### src/rtl/jkshift_pkg.sv
package jkshift_pkg;

    typedef enum logic {
        MODE_LOAD  = 1'b0,
        MODE_SHIFT = 1'b1
    } mode_e;

    // Coded as {J, K_n}
    typedef enum logic [1:0] {
        JK_CLEAR  = 2'b00,
        JK_HOLD   = 2'b01,
        JK_TOGGLE = 2'b10,
        JK_SET    = 2'b11
    } jk_action_e;

endpackage

### src/rtl/jk_head_stage.sv
module jk_head_stage
    import jkshift_pkg::*;
(
    input  jk_action_e act,
    input  logic       cur,
    output logic       nxt
);

    always_comb begin
        unique case (act)
            JK_HOLD:   nxt = cur;
            JK_CLEAR:  nxt = 1'b0;
            JK_SET:    nxt = 1'b1;
            JK_TOGGLE: nxt = ~cur;
            default:   nxt = cur;
        endcase
    end

endmodule

### src/rtl/shift_next.sv
module shift_next
    import jkshift_pkg::*;
#(
    parameter int STAGES = 4
) (
    input  mode_e             mode,
    input  logic [STAGES-1:0] cur,
    input  logic [STAGES-1:0] par,
    input  logic              head_nxt,
    output logic [STAGES-1:0] nxt
);

    for (genvar i = 0; i < STAGES; i++) begin : g_stage
        if (i == 0) begin : g_head
            always_comb begin
                unique case (mode)
                    MODE_LOAD:  nxt[i] = par[i];
                    MODE_SHIFT: nxt[i] = head_nxt;
                    default:    nxt[i] = cur[i];
                endcase
            end
        end else begin : g_body
            always_comb begin
                unique case (mode)
                    MODE_LOAD:  nxt[i] = par[i];
                    MODE_SHIFT: nxt[i] = cur[i-1];
                    default:    nxt[i] = cur[i];
                endcase
            end
        end
    end

endmodule

### src/rtl/jk_entry_shifter.sv
module jk_entry_shifter
    import jkshift_pkg::*;
#(
    parameter int STAGES = 4
) (
    input  logic              clk,
    input  logic              clr_n,
    input  logic              shift_en,
    input  logic              ser_j,
    input  logic              ser_k_n,
    input  logic [STAGES-1:0] par_in,
    output logic [STAGES-1:0] stage_q,
    output logic              last_q_n
);

    localparam int TAIL = STAGES - 1;

    mode_e             mode;
    jk_action_e        act;
    logic              head_nxt;
    logic [STAGES-1:0] state_q;
    logic [STAGES-1:0] state_d;

    always_comb begin
        mode = mode_e'(shift_en);
        act  = jk_action_e'({ser_j, ser_k_n});
    end

    jk_head_stage i_head (
        .act (act),
        .cur (state_q[0]),
        .nxt (head_nxt)
    );

    shift_next #(.STAGES(STAGES)) i_next (
        .mode     (mode),
        .cur      (state_q),
        .par      (par_in),
        .head_nxt (head_nxt),
        .nxt      (state_d)
    );

    // State register: asynchronous clear, otherwise rising-edge update
    always_ff @(posedge clk or negedge clr_n) begin
        if (!clr_n) state_q <= '0;
        else        state_q <= state_d;
    end

    // Output process
    always_comb begin
        stage_q  = state_q;
        last_q_n = ~state_q[TAIL];
    end

    AST_LOAD_CAPTURE: assert property (@(posedge clk) disable iff (!clr_n) !shift_en |=> stage_q == $past(par_in));
    AST_SHIFT_MOVE: assert property (@(posedge clk) disable iff (!clr_n) shift_en |=> stage_q[TAIL:1] == $past(stage_q[TAIL-1:0]));
    AST_HEAD_HOLD: assert property (@(posedge clk) disable iff (!clr_n) (shift_en && !ser_j && ser_k_n) |=> stage_q[0] == $past(stage_q[0]));
    AST_HEAD_CLEAR: assert property (@(posedge clk) disable iff (!clr_n) (shift_en && !ser_j && !ser_k_n) |=> !stage_q[0]);
    AST_HEAD_SET: assert property (@(posedge clk) disable iff (!clr_n) (shift_en && ser_j && ser_k_n) |=> stage_q[0]);
    AST_HEAD_TOGGLE: assert property (@(posedge clk) disable iff (!clr_n) (shift_en && ser_j && !ser_k_n) |=> stage_q[0] != $past(stage_q[0]));

endmodule

### config.mk
export PLATFORM = sky130hd
export DESIGN_NAME = jk_entry_shifter
export DESIGN_NICKNAME = d
export VERILOG_FILES = /design/src/rtl/jkshift_pkg.sv /design/src/rtl/jk_head_stage.sv /design/src/rtl/shift_next.sv /design/src/rtl/jk_entry_shifter.sv
export SDC_FILE = /design/constraint.sdc
export NUM_CORES = 1
export LEC_CHECK = 0
export BUFFER_PORTS_ARGS = -buffer_cell sky130_fd_sc_hd__buf_2
export CORE_AREA = 5 5 42 44
export DETAILED_ROUTE_END_ITERATION = 12
export DIE_AREA = 0 0 47 49
export PLACE_DENSITY = 0.45
export SYNTH_ARGS = -nofsm -noshare
export SYNTH_HDL_FRONTEND = slang
export SYNTH_SLANG_ARGS = --single-unit
### constraint.sdc
create_clock -name clk -period 0.9 [get_ports clk]
set_input_delay 0.045 -clock clk [delete_from_list [all_inputs] [get_ports clk]]
set_output_delay 0.045 -clock clk [all_outputs]
set_load 0.01 [all_outputs]
== Word level (Yosys, flattened, before mapping) ==
Index checks and enable logic that the tools add are counted.

* Flip-flop bits (word level): 4
* Bits of input ports: 9
* Output and inout bits: 5
* Logic and storage cells: 15

* Equal/unequal tests: 4
* Muxes and demuxes: 5
* Bitwise logic cells: 3
* Reduce and logical (&&, ||, !) cells: 1

{| class="wikitable"
|+ Operators with widths
! kind !! count
|-
| $pmux W1 S2 || 4
|-
| $eq A2 B2 Y1 const B || 2
|-
| $not A1 Y1 || 3
|-
| $pmux W1 S3 || 1
|-
| $eq A2 B1 Y1 const B || 1
|-
| $logic_not A2 Y1 || 1
|-
| $ne A2 B2 Y1 const B || 1
|}

== Longest topological paths before layout ==
Gate-level depths: netlist of the first run.

* Word-level depth: 3
* Mapped depth: 2
* Gate-level depth less buffers: 2

== Modules after synthesis ==
From an unflattened synthesis of the first run, not the netlist that was laid out.

* Cells, all modules: 10
* Area total of the unflattened synthesis: 163.9 µm²

{| class="wikitable"
|+ By module, submodules not included
! module !! instances !! cells an instance !! area an instance (µm²) !! sequential area each (µm²)
|-
| jk_entry_shifter || 1 || 5 || 103.8 || 100.1
|-
| shift_next || 1 || 4 || 45.0 || 0.0
|-
| jk_head_stage || 1 || 1 || 15.0 || 0.0
|}

== Worst setup path before layout of the first run ==
OpenSTA, ideal clock, no wires.

* Kind: reg2reg
* Start point: register state_q[1], in the netlist stage_q[1]
* End point: register state_q[2], in the netlist stage_q[2]
* Library setup time: 125 ps
* Arrival time: 646 ps
* Data required time: 775 ps
* Path slack: 129 ps
* Stages on the path, launching flop included: 2
* Buffers on the path: 0
* Clock period less this slack: 771 ps
* Cells stage by stage: dfrtp_1 -> mux2_2

* Longest elaborated chain between the ends: 1

{| class="wikitable"
|+ Ends and longest elaborated chain
! element !! RTL line !! RTL
|-
| start: declaration || jk_entry_shifter.sv:21 || <nowiki>logic [STAGES-1:0] state_q;</nowiki>
|-
| start signal: assignment || jk_entry_shifter.sv:46 || <nowiki>else state_q <= state_d;</nowiki>
|-
| $pmux W1 S2 || shift_next.sv:24 || <nowiki>unique case (mode)</nowiki>
|-
| via i_next.nxt[2] || shift_next.sv:10 || <nowiki>output logic [STAGES-1:0] nxt</nowiki>
|}

The timed path passes the listed nets, and every way through them passes these cells.
A chain may end at the register's enable or synchronous reset.

== Worst setup path in the final report of the first run ==
* Start point: register state_q[0], in the netlist stage_q[0]
* End point: output stage_q[0]

{| class="wikitable"
|+ RTL lines
! element !! RTL line !! RTL
|-
| end: declaration || jk_entry_shifter.sv:12 || <nowiki>output logic [STAGES-1:0] stage_q,</nowiki>
|}

No word-level cell between the ends.

==> qor_table.md, run 1 <==
| Parameter | This run |
|:---|:---|
| Number of instances resized during post-cts repair | 0 |
| Avg WL per Cell | 9.48 µm |
| Via count of the first global-routing pass | 156 |
| Status | complete, no violations |
| Cell type contributing the most total cell area after synthesis | sky130_fd_sc_hd__dfrtp_1 |
| Area of the mapped netlist | 164 µm² |
| Vertical extent of the die | 49 µm |
| I/O Buffers | 13 |
| Post-route setup TNS | 0 ns |
| Buffer and inverter count on the worst path | 1 |
| Clk Latency, worst-skew pair | 0.24 ns |
| Total congestion overflow | 0 |
| Starting density of the core | 11.7% |
| Total number of placement rows | 14 |
| Most used cells in the layout excluding fill and tap cells | 13 x sky130_fd_sc_hd__buf_2, 4 x sky130_fd_sc_hd__dfrtp_1, 3 x sky130_fd_sc_hd__mux2_2, 3 x sky130_fd_sc_hd__clkbuf_4 |
| Number of synthesized register bits | 4 |
| Clock Root Buffer | sky130_fd_sc_hd__clkbuf_4 |
| Proportion of netlist area held by the largest area contributor | 61.1% |
| Total number of clock tree sinks | 4 |
| Launching instance or port of the critical path | stage_q[0] |
| Unrepaired setup endpoints after global routing | no |
| Net total in the final layout | 39 |
| Post-Syn Nets | 21 |
| CTS clock-pin slew for the worst setup and hold paths | 0.04 ns |
| Share of synthesized area occupied by flip-flops and latches | 61.1% |
| Worst setup margin | 0.0729 ns |
| Master of the slowest instance on the critical path | sky130_fd_sc_hd__dfrtp_1 |
| Global-route wire length before repair | 683 µm |
| Setup crit start kind | register |
| Area of the placeable core | 1400 µm² |
| Delay-heaviest family, CP | flip-flops |
| Worst reg2reg path depth | 1 |
| Rel. slew slack | 91.9% |
| Critical path data required time | 0.85 ns |
| Maximum number of pins on one net before global-route repair | 6 |
| Iteration count of the initial detailed-routing pass | 1 |
| Nature of the critical path endpoint | output port |
| Final hold violations | 0 |
| Total stage count of the critical path | 1 |
| Antenna-violating nets left | 0 |
| Overall die width | 47 µm |
| Worst path max stage delay | 0.39 ns |
| CTS Buf Count | 3 |
| Most frequent standard cell in the layout excluding fill and tap cells | sky130_fd_sc_hd__buf_2 |
| Yosys cell types | 7 |
| Register-to-register setup slack | 0.12 ns |
| Max H-tree Level | 1 |
| Number of flip-flops under the largest register name | 4 |
| Fraction of final layout cells with drive strength greater than 1 | 67.9% |
| Final GP Congestion | 0.655 |
| Syn-to-layout area delta | 67.2% |
| Antenna violations before repair | 0 |
| R2R Path Start | stage_q[0] |
| Post-detailed-routing wire length | 417 µm |
| CP max FO | 3 |
| Cell types with the largest area share after synthesis | sky130_fd_sc_hd__dfrtp_1 61%, sky130_fd_sc_hd__mux2_2 21%, sky130_fd_sc_hd__mux2i_1 6.1% |
| Capture point of the worst reg-to-reg path | stage_q[1] |
| Number of top-level pins | 14 |
| Leakage Power | 0.141 nW |
| Mean instance size in the synthesized netlist | 13.7 µm² |
| Peak supply drop | 0.491 mV |
| Arrival time worst endpoint | 0.78 ns |
| Actual transition at the worst max-transition pin | 0.119 ns |
| Iteration-0 DRC count of the detailed router | 0 |
| Hold slack | 0.0420 ns |
| Placement-stage worst setup slack | 0.125 ns |
| Post-detailed-route DRC marker count | 0 |
| Fmax | 1210 MHz |
| Cells after synthesis | 12 |
| Final clock period utilization by the worst path | 91.9% |
| Vias per Instance | 3.48 |
| Class of the tightest hold or removal check | in -> reg |
| Number of pins exceeding their max-slew limit in the final report | 0 |
| Floorplan die area | 2300 µm² |
| CTS tree | built |
| Clock skew | 0.00286 ns |
| Max clock buf depth | 2 |
| Overall Global Routing Usage | 4.95% |
| End point of the critical path | stage_q[0] |
| Cells traversed along the worst timing path | buf_2 |
| Core occupancy in the finished layout | 19.6% |
| Final setup vio count | 0 |
| Max_cap viols | 0 |
| Total power divided by cell area | 1890 nW/µm² |
| Final worst path period need | 0.827 ns |
| Classification of the worst setup path | reg -> out |
| Ant diodes | 0 |
| Warnings from Yosys | 0 |
| DR vias | 153 |
[metal layers]
metal | global-route usage, % | routed length, µm
met5 | 0 | 0
met4 | 2.76 | 0
met3 | 7.38 | 108
met2 | 3.85 | 100
met1 | 6.00 | 209
[kinds of logic (layout without fill, tap and decap cells)]
group | count (synthesis) | count (layout) | synth area share (%)
and+or+nand+nor | 1 | 1 | 2.29
DFF | 4 | 4 | 61.1
AOI/OAI and AO/OA | 1 | 1 | 3.05
buffers and inverters | 2 | 18 | 6.87
muxes | 4 | 4 | 26.7
[worst min path at each step]
stage	end	cells after the start	startpoint
after floorplan	stage_q[0]	0	clr_n
after global placement	stage_q[2]	1	clr_n
after detailed placement	stage_q[3]	1	clr_n
after CTS	stage_q[3]	2	par_in[3]
after global routing	stage_q[3]	2	par_in[3]
final	stage_q[3]	2	par_in[3]
[cells in the mapped netlist]
cell type                 instances
sky130_fd_sc_hd__mux2i_1          1
sky130_fd_sc_hd__buf_4            1
sky130_fd_sc_hd__inv_1            1
sky130_fd_sc_hd__dfrtp_1          4
sky130_fd_sc_hd__nor2_1           1
sky130_fd_sc_hd__mux2_2           3
sky130_fd_sc_hd__a21oi_1          1
[report_power, final]
group          switching (mW)  internal [mW]  total, mW  leakage, nW
combinational          0.0364         0.0466     0.0830       0.0817
sequential            0.00998          0.198      0.208       0.0460
clock                  0.0775          0.149      0.227       0.0138
[final cells by class]
| type | instances | area, µm² |
|---|---|---|
| Fill cell | 165 | 1130 |
| Clock buffer | 3 | 22.5 |
| Timing Repair Buffer | 14 | 75.1 |
| Sequential cell | 4 | 100 |
| Tap cell | 16 | 20.0 |
| Multi-Input combinational cell | 6 | 52.6 |
| Inverter | 1 | 3.75 |
[per-stage QoR]
step	total power [mW]	std cells	area, µm²
detailed placement	0.293	40	241
global route	0.558	44	274
floorplan	0.250	12	164
CTS	0.535	44	274
global placement	0.293	40	241
finish	0.518	44	274
[repair_timing]
item,in CTS,in global routing
hold buffers,1,0
endpoints found under the hold margin,4,0
buffers inserted,0,0
No activity file was read; power rests on OpenSTA's default activity.
==> run 2, diff against run 1 <==
--- a/config.mk
+++ b/config.mk
@@ -10,6 +10,7 @@
 export DETAILED_ROUTE_END_ITERATION = 12
 export DIE_AREA = 0 0 47 49
 export PLACE_DENSITY = 0.45
+export SETUP_SLACK_MARGIN = 0.15
 export SYNTH_ARGS = -nofsm -noshare
 export SYNTH_HDL_FRONTEND = slang
 export SYNTH_SLANG_ARGS = --single-unit
==> run 2 against run 1 <==
Compared with the run above: flip-flop and latch count is the same; non-clock buffer count is the same; sequential power is essentially flat; sequential share of layout area shrank 2.9 points; first-iteration DRC count grew 1; largest power group unchanged; critical path depth is the same; via count shrank 3.3%; fmax shrank 0.30%; wire length grew 1.2%; clock-buffer cell count is the same.
==> qor_table.md, run 2 (synthesis gave the netlist of run 1 again) <==
| Parameter | This run | vs previous |
|:---|:---|:---|
| Total number of placement rows | 14 | unchanged |
| Total number of clock tree sinks | 4 | unchanged |
| Net total in the final layout | 39 | unchanged |
| Starting density of the core | 11.7% | unchanged |
| Unrepaired setup endpoints after global routing | yes |  |
| Status | complete, no violations |  |
| Sequential Power Share | 38.9% | -1.3 points |
| Post-layout total power | 540 µW | +4.1% |
| Worst path max stage delay | 0.40 ns | about the same |
| Iteration-0 DRC count of the detailed router | 1 | +1 |
| Rel. slew slack | 92.3% | +0.46 points |
| Master of the slowest instance on the critical path | sky130_fd_sc_hd__dfrtp_1 |  |
| Antenna-violating nets left | 0 | unchanged |
| Via count of the first global-routing pass | 167 | +7.1% |
| Vertical extent of the die | 49 µm | unchanged |
| Iteration count of the initial detailed-routing pass | 2 | +1 |
| Peak supply drop | 0.777 mV | +58% |
| Most frequent standard cell in the layout excluding fill and tap cells | sky130_fd_sc_hd__buf_2 |  |
| CP max FO | 3 | unchanged |
| Final setup vio count | 0 | unchanged |
| Total area of multi-input combinational cells | 63.8 µm² | +21% |
| Fraction of power spent switching nets | 23.6% | -0.30 points |
| Actual transition at the worst max-transition pin | 0.112 ns | -0.00667 ns |
| Number of flip-flops under the largest register name | 4 | unchanged |
| Core occupancy in the finished layout | 21.3% | +1.7 points |
| Total power divided by cell area | 1810 nW/µm² | -4.2% |
| Post-route setup TNS | 0 ns | unchanged |
| Global-route wire length before repair | 717 µm | +5.0% |
| Number of inserted filler cells in the final layout | 161 | -2.4% |
| Most used cells in the layout excluding fill and tap cells | 11 x sky130_fd_sc_hd__buf_2, 4 x sky130_fd_sc_hd__dfrtp_1, 3 x sky130_fd_sc_hd__mux2_4, 3 x sky130_fd_sc_hd__clkbuf_4, 2 x sky130_fd_sc_hd__buf_6 |  |
| Post-CTS setup buffers | 0 | unchanged |
| Clk pwr share | 41.6% | -2.2 points |
| Clk Latency, worst-skew pair | 0.23 ns | about the same |
| Arrival time worst endpoint | 0.78 ns | about the same |
| Ant diodes | 0 | unchanged |
| Number of pins exceeding their max-slew limit in the final report | 0 | unchanged |
| Overall die width | 47 µm | unchanged |
| Placed insts | 40 | unchanged |
| Vias per Instance | 3.36 | -3.3% |
| Max H-tree Level | 1 | unchanged |
| Fmax | 1210 MHz | -0.30% |
| Antenna violations before repair | 0 | unchanged |
| Register cell area after layout | 100 µm² | unchanged |
| Critical path data required time | 0.85 ns | about the same |
| Internal portion of total power | 412 µW | +4.6% |
| Class of the tightest hold or removal check | in -> reg |  |
| Max clock buf depth | 2 | unchanged |
| Delay-heaviest family, CP | flip-flops |  |
| CTS tree | built |  |
| Nature of the critical path endpoint | output port |  |
| Total congestion overflow | 0 | unchanged |
| Floorplan die area | 2300 µm² | unchanged |
| DR vias | 148 | -3.3% |
| Setup crit start kind | register |  |
| Combinational group share of total power | 19.4% | +3.4 points |
| Overall Global Routing Usage | 4.66% | -0.28 points |
| Cells traversed along the worst timing path | buf_2 |  |
| Post-detailed-routing wire length | 422 µm | +1.2% |
| Post-detailed-route DRC marker count | 0 | unchanged |
| Post-route insts no fill | 44 | unchanged |
| Final clock period utilization by the worst path | 92.2% | +0.28 points |
| Leakage Power | 0.159 nW | +12% |
| Area of the placeable core | 1400 µm² | unchanged |
| Avg WL per Cell | 9.59 µm | +1.2% |
| Net Switching | 127 µW | +2.8% |
| Maximum number of pins on one net before global-route repair | 6 | unchanged |
| Clock skew | 0.00179 ns | -0.00107 ns |
| CTS Buf Count | 3 | unchanged |
| Syn-to-layout area delta | 81.7% |  |
| Number of top-level pins | 14 | unchanged |
| Register-to-register setup slack | 0.12 ns | about the same |
| Final worst path period need | 0.830 ns | +0.00250 ns |
| Max_cap viols | 0 | unchanged |
| Buffer and inverter count on the worst path | 1 | unchanged |
| CTS clock-pin slew for the worst setup and hold paths | 0.04 ns | about the same |
| Fraction of final layout cells with drive strength greater than 1 | 67.9% | unchanged |
| Final GP Congestion | 0.663 | +1.2% |
| Final hold violations | 0 | unchanged |
| Clock Root Buffer | sky130_fd_sc_hd__clkbuf_4 |  |
| I/O Buffers | 13 | unchanged |
| Hold slack | 0.0481 ns | +0.00609 ns |
| Classification of the worst setup path | reg -> out |  |
==> run 2: changes by cell type in the layout (fill, tap and decap cells not counted) <==
cell	before	now
sky130_fd_sc_hd__mux2_4	0	3
sky130_fd_sc_hd__mux2_2	3	0
sky130_fd_sc_hd__buf_6	0	2
sky130_fd_sc_hd__buf_2	13	11
==> run 2: repair_timing <==
action,in CTS,in global routing
resized for setup,0,2
pin swaps,1,0
endpoints found under the setup margin,7,9
endpoints found under the hold margin,4,0
hold buffers,1,0
==> run 2: metrics by stage <==
| stage | setup WS (ns) | instance area (µm²) |
|---|---|---|
| floorplan | 0.131 | 175 |
| global placement | 0.146 | 253 |
| CTS | 0.0622 | 285 |
| detailed placement | 0.126 | 253 |
| global route | 0.0341 | 298 |
| finish | 0.0704 | 298 |
==> run 2: layer usage <==
layer / GRT usage, % / share of wire (%) / vias up
met1: 6.44 / 50 / 60
met2: 4.52 / 21 / 16
met5: 0 / 0 / -
met3: 6.27 / 28 / 0
met4: 0 / 0 / 0
li1: - / - / 72
==> run 2: worst paths after layout <==
check | from | endpoint | depth (start not counted)
max | stage_q[0] | stage_q[0] | 1
min | par_in[1] | stage_q[1] | 2
max reg2reg | stage_q[0] | stage_q[1] | 1
min reg2reg | stage_q[2] | stage_q[3] | 1
max in group asynchronous | clr_n | stage_q[0] | 2
min in group asynchronous | clr_n | stage_q[2] | 2
==> run 2: cell type report <==
type	instances	area share [%]
timing repair buffer	14	29.4
multi-input combinational	6	21.4
clock buffer	3	7.56
sequential	4	33.6
inverter	1	1.26
tap	16	6.72
==> run 2: power by group through the flow <==
stage	combinational [mW]	clock (mW)	sequential [mW]
6_report	0.105	0.225	0.210
5_1_grt	0.115	0.244	0.214
4_1_cts	0.0947	0.232	0.210
3_5_place_dp	0.0913	0	0.212
3_3_place_gp	0.0917	0	0.211
2_1_floorplan	0.0411	0	0.217
